[src/rtl/srl_pkg.sv]
package srl_pkg;

    // Stages in one segment and the address bits that index them.
    localparam int SEG_LEN  = 16;
    localparam int IDX_W    = 4;
    localparam int MAX_SEGS = 4;

    // Width of the full tap address for a chain of the given segment count.
    function automatic int chain_addr_w(input int segs);
        return $clog2(SEG_LEN * segs);
    endfunction

    // Width of the segment-select field (at least one bit).
    function automatic int seg_sel_w(input int segs);
        int w;
        w = chain_addr_w(segs) - IDX_W;
        return (w > 0) ? w : 1;
    endfunction

endpackage

[src/rtl/srl_segment.sv]
module srl_segment
    import srl_pkg::*;
(
    input  logic             clk,
    input  logic             shift_en,
    input  logic             ser_in,
    input  logic [IDX_W-1:0] tap_idx,
    output logic             tap_bit,
    output logic             last_bit
);

    typedef struct packed {
        logic [SEG_LEN-1:0] stg;
    } seg_state_t;

    seg_state_t state_d, state_q;

    always_comb begin
        state_d = state_q;
        if (shift_en) begin
            state_d.stg = {state_q.stg[SEG_LEN-2:0], ser_in};
        end
    end

    always_ff @(posedge clk) begin
        state_q <= state_d;
    end

    assign tap_bit  = state_q.stg[tap_idx];
    assign last_bit = state_q.stg[SEG_LEN-1];

endmodule

[src/rtl/srl_tap_select.sv]
module srl_tap_select
    import srl_pkg::*;
#(
    parameter  int SEGS  = 4,
    localparam int SEL_W = seg_sel_w(SEGS)
) (
    input  logic [SEGS-1:0]  seg_taps,
    input  logic [SEL_W-1:0] seg_sel,
    output logic             tap_bit
);

    // Unmatched selects (beyond the last segment) leave the output at 0.
    always_comb begin
        tap_bit = 1'b0;
        for (int i = 0; i < SEGS; i++) begin
            if (seg_sel == SEL_W'(i)) begin
                tap_bit = seg_taps[i];
            end
        end
    end

endmodule

[src/rtl/srl_tap_reg.sv]
module srl_tap_reg (
    input  logic clk,
    input  logic shift_en,
    input  logic d_bit,
    output logic q_bit
);

    typedef struct packed {
        logic held;
    } treg_state_t;

    treg_state_t state_d, state_q;

    always_comb begin
        state_d = state_q;
        if (shift_en) begin
            state_d.held = d_bit;
        end
    end

    always_ff @(posedge clk) begin
        state_q <= state_d;
    end

    assign q_bit = state_q.held;

endmodule

[src/rtl/srl_delay_line.sv]
module srl_delay_line
    import srl_pkg::*;
#(
    parameter  int SEGS    = 4,
    parameter  bit TAP_REG = 1'b1,
    localparam int ADDR_W  = chain_addr_w(SEGS)
) (
    input  logic              clk,
    input  logic              shift_en,
    input  logic              din,
    input  logic [ADDR_W-1:0] tap_addr,
    output logic              tap_out,
    output logic              tap_reg_out,
    output logic [SEGS-1:0]   casc_out
);

    localparam int SEL_W = seg_sel_w(SEGS);

    logic [SEGS-1:0]  seg_in;
    logic [SEGS-1:0]  seg_tap;
    logic [SEGS-1:0]  seg_last;
    logic [SEL_W-1:0] seg_sel;

    // Segment chain: each segment's last stage feeds the next one.
    for (genvar k = 0; k < SEGS; k++) begin : g_seg
        if (k == 0) begin : g_head
            assign seg_in[k] = din;
        end else begin : g_link
            assign seg_in[k] = seg_last[k-1];
        end

        srl_segment i_seg (
            .clk      (clk),
            .shift_en (shift_en),
            .ser_in   (seg_in[k]),
            .tap_idx  (tap_addr[IDX_W-1:0]),
            .tap_bit  (seg_tap[k]),
            .last_bit (seg_last[k])
        );
    end

    assign casc_out = seg_last;

    // Upper address bits pick the segment; a single segment needs none.
    if (SEGS > 1) begin : g_multi
        assign seg_sel = tap_addr[ADDR_W-1:IDX_W];
    end else begin : g_single
        assign seg_sel = '0;
    end

    srl_tap_select #(.SEGS(SEGS)) i_sel (
        .seg_taps (seg_tap),
        .seg_sel  (seg_sel),
        .tap_bit  (tap_out)
    );

    // Optional enabled flip-flop after the tap multiplexer.
    if (TAP_REG) begin : g_treg
        srl_tap_reg i_treg (
            .clk      (clk),
            .shift_en (shift_en),
            .d_bit    (tap_out),
            .q_bit    (tap_reg_out)
        );
    end else begin : g_tpass
        assign tap_reg_out = tap_out;
    end

endmodule

[config.mk]
export PLATFORM = sky130hd
export DESIGN_NAME = srl_delay_line
export DESIGN_NICKNAME = d
export VERILOG_FILES = /design/src/rtl/srl_pkg.sv /design/src/rtl/srl_segment.sv /design/src/rtl/srl_tap_select.sv /design/src/rtl/srl_tap_reg.sv /design/src/rtl/srl_delay_line.sv
export SDC_FILE = /design/constraint.sdc
export NUM_CORES = 1
export LEC_CHECK = 0
export ABC_AREA = 1
export ABC_CLOCK_PERIOD_IN_PS = 1300
export BUFFER_PORTS_ARGS = -buffer_cell sky130_fd_sc_hd__buf_4
export CAP_MARGIN = 20
export CORE_MARGIN = 4
export CORE_UTILIZATION = 54
export CTS_BUF_LIST = sky130_fd_sc_hd__clkbuf_16
export DETAILED_ROUTE_END_ITERATION = 10
export PLACE_DENSITY_LB_ADDON = 0.1
export SYNTH_ARGS = -nofsm -noshare
export SYNTH_HDL_FRONTEND = slang
export SYNTH_SLANG_ARGS = --single-unit
[constraint.sdc]
create_clock -name clk -period 1.3 [get_ports clk]
set_clock_uncertainty 0.2 [all_clocks]
set_input_delay 0.195 -clock clk [delete_from_list [all_inputs] [get_ports clk]]
set_output_delay 0.195 -clock clk [all_outputs]
set_load 0.02 [all_outputs]
==> flow_summary.ini <==
[hold_path]
hold_depth = 2
hp-class = input port to flip-flop
holdPathEnd = g_seg[0].i_seg.state_q[2]$_DFFE_PP_
min_from = shift_en

[critical_path]
required_ns = 0.90
worstPathArrival_ns = 1.57
timing.rr.start = g_seg[1].i_seg.state_q[8]$_DFFE_PP_
reg2reg_depth = 7
reg2reg_to = g_treg.i_treg.q_bit$_DFFE_PP_
critPathLaunchType = flip-flop
end_kind = output port
critPathSlowestCell = edfxtp_1
cp_max_fo = 2
crit_type = flip-flop to output port
crit_path_cell_trace = or2_4, nand3_2, nand3_2, nand2_2, nand2_1, nand3_1, nand4_1, buf_4
r2r_slack_ns = -0.25
max_stage_delay_ns = 0.40
crit_top_cell = nand3_2

[timing]
hold_slack_ns = 0.138
finalHoldViolations = 0
worst_slack_ns = -0.669
setup_viol_count_final = 5
relSlewSlack_pct = 75.9
rsz0062_at_grt = yes
fin_crit_ns = 1.97
fmax_mhz = 508
final.setup.tns_ns = -1.18
timing.final.crit_share_pct = 151
final_max_slew_viol_count = 0
worst_pin_slew_ns = 0.361

[synth]
synthCells = 263
seq_area_frac_synth_pct = 68.9
synth_top_area_share_pct = 68.9
synth.most_common_cell = nand2_1
ys.warnings.count = 0
syn_nets = 272
synth-edff-count = 65
syn_avg_cell_area_um2 = 10.8
ys_top_cells_by_area = edfxtp_1 69%, nand2_1 9.4%, nand3_1 7.2%
synth_top_cell_by_area = edfxtp_1
synthTopCellsByCount = 71 x nand2_1, 65 x edfxtp_1, 44 x inv_1
async_flop_share_pct = 0
netlist_area_mm2 = 0.00283
synth.distinct_cells = 16
synth_ff_type = edfxtp_1
synth-seq-cells = 65

[routing]
post_drt_wl_per_cell_um = 13.8
first_pass_iters = 4
routed-via-count = 1902
ant_nets = 0
drt_wl_total_um = 5420
viasPerCell = 4.85
drt_iter0_drc = 131
drc = 0

[clock_tree]
cts_sinks = 65
cts_tree = yes
htreeDepth = 3
path_clk_slew_ns = 0.05
clock_latency_ns = 0.32
cts.path.max_buffers = 2
cts_made_buffers = 9
root_buffer = clkbuf_16

[floorplanning]
core-area_mm2 = 0.00511
dieArea_mm2 = 0.00647
start_util_pct = 55.4
die_y_um = 80.4
num_rows = 26
die_x_um = 80.4
io_pins = 15

[placed_design]
place_hpwl_um = 3350
io_buffers = 14
gp_congestion = 0.756
post-place-ws_ns = -0.515

[power]
irDropWorstVdd_v = 0.00140
power_density_mw_per_mm2 = 1420
leakagePower_nw = 1.66
p_total_mw = 5.22

[flow_run]
maxCapViolCount = 0

[grt]
grt_usage_pct = 18.8
grt_overflow = 0
grt_max_degree = 36
grt_pass1_wl_um = 8860
antenna_found_initial = 0
grt_pass1_vias = 1837

[finish]
antenna_cells = 0
area_growth_pct = 29.7
fill_cells = 379
fin_nets = 326
drive_above_1_share_pct = 24.2

[status]
run_status = finished with violations
violations = setup timing
-- power by group --
group          internal, mW  switching (mW)  total [mW]
clock                  1.44           0.781        2.22
sequential             2.45          0.0605        2.51
combinational         0.234           0.253       0.487
total                  4.13            1.09        5.22
-- flip-flops by register name, indices dropped and copies added, names as in the netlist --
name	count
g_treg.i_treg.q_bit	1
g_seg.i_seg.state_q	64
-- cells by family after synthesis --
kind of cell    Yosys count  share of synthesized area, %
flops                    65                          68.9
simple gates            129                          19.6
compound gates            8                          1.68
buf+inv                  61                          9.77
-- timing repair --
| action | in CTS | in global routing |
|---|---|---|
| setup endpoints to repair | 5 | 38 |
| pin swaps | 1 | 6 |
| gates cloned | 0 | 1 |
| endpoints found under the hold margin | 2 | 0 |
| resized for setup | 8 | 9 |
| hold buffers | 2 | 0 |
| setup buffers | 6 | 6 |
-- metal layers --
layer  wire length (µm)  track usage [%]
met5                  0                0
met2               2570             28.4
met4                 75             6.08
met3                220             7.51
met1               2550             24.8
-- worst max path at each step --
stage                                        start                       endpoint  cells after the start
2_1_floorplan                          tap_addr[0]  g_treg.i_treg.q_bit$_DFFE_PP_                      9
3_3_place_gp                           tap_addr[0]                        tap_out                     11
3_5_place_dp                           tap_addr[0]                        tap_out                     10
4_1_cts        g_seg[1].i_seg.state_q[8]$_DFFE_PP_                        tap_out                      8
5_1_grt        g_seg[0].i_seg.state_q[1]$_DFFE_PP_                        tap_out                      9
6_report       g_seg[1].i_seg.state_q[8]$_DFFE_PP_                        tap_out                      8
-- cell type report --
type	count	area, µm²	area share [%]
repair buffers	58	544	14.8
clock inverters	7	53.8	1.46
flip-flops and latches	65	1950	53.1
well taps	70	87.6	2.38
inverters	46	173	4.70
multi-input cells	137	638	17.4
clock buffers	9	225	6.13
-- critical path, delay by kind of cell (launching register included) --
kind | cells | cell delay, ns
and+or+nand+nor | 7 | 0.65
DFF | 1 | 0.40
buffers and inverters | 1 | 0.19
-- cells in the final DEF (no fill, tap or decap), drive strengths merged --
cell          netlist  final
nand2              71     71
inv                46     48
a21oi               1      1
edfxtp             65     65
nor2                9      9
buf                14     55
nand3              41     41
dlymetal6s4s        0      1
o211ai              3      3
bufinv              0      1
clkinv              0      4
nand4               1      1
clkbuf              1     10
dlygate4sd3         0      1
o21ai               4      4
or2                 7      7
-- per-stage QoR --
stage / cell area (µm²) / cells / utilization [%]
final: 3670 / 392 / 71.9
after global routing: 3670 / 392 / 71.9
after CTS: 3590 / 387 / 70.4
after detailed placement: 3240 / 366 / 63.4
after global placement: 3240 / 366 / 63.4
after floorplan: 2850 / 263 / -
No activity file was read; power rests on OpenSTA's default activity.
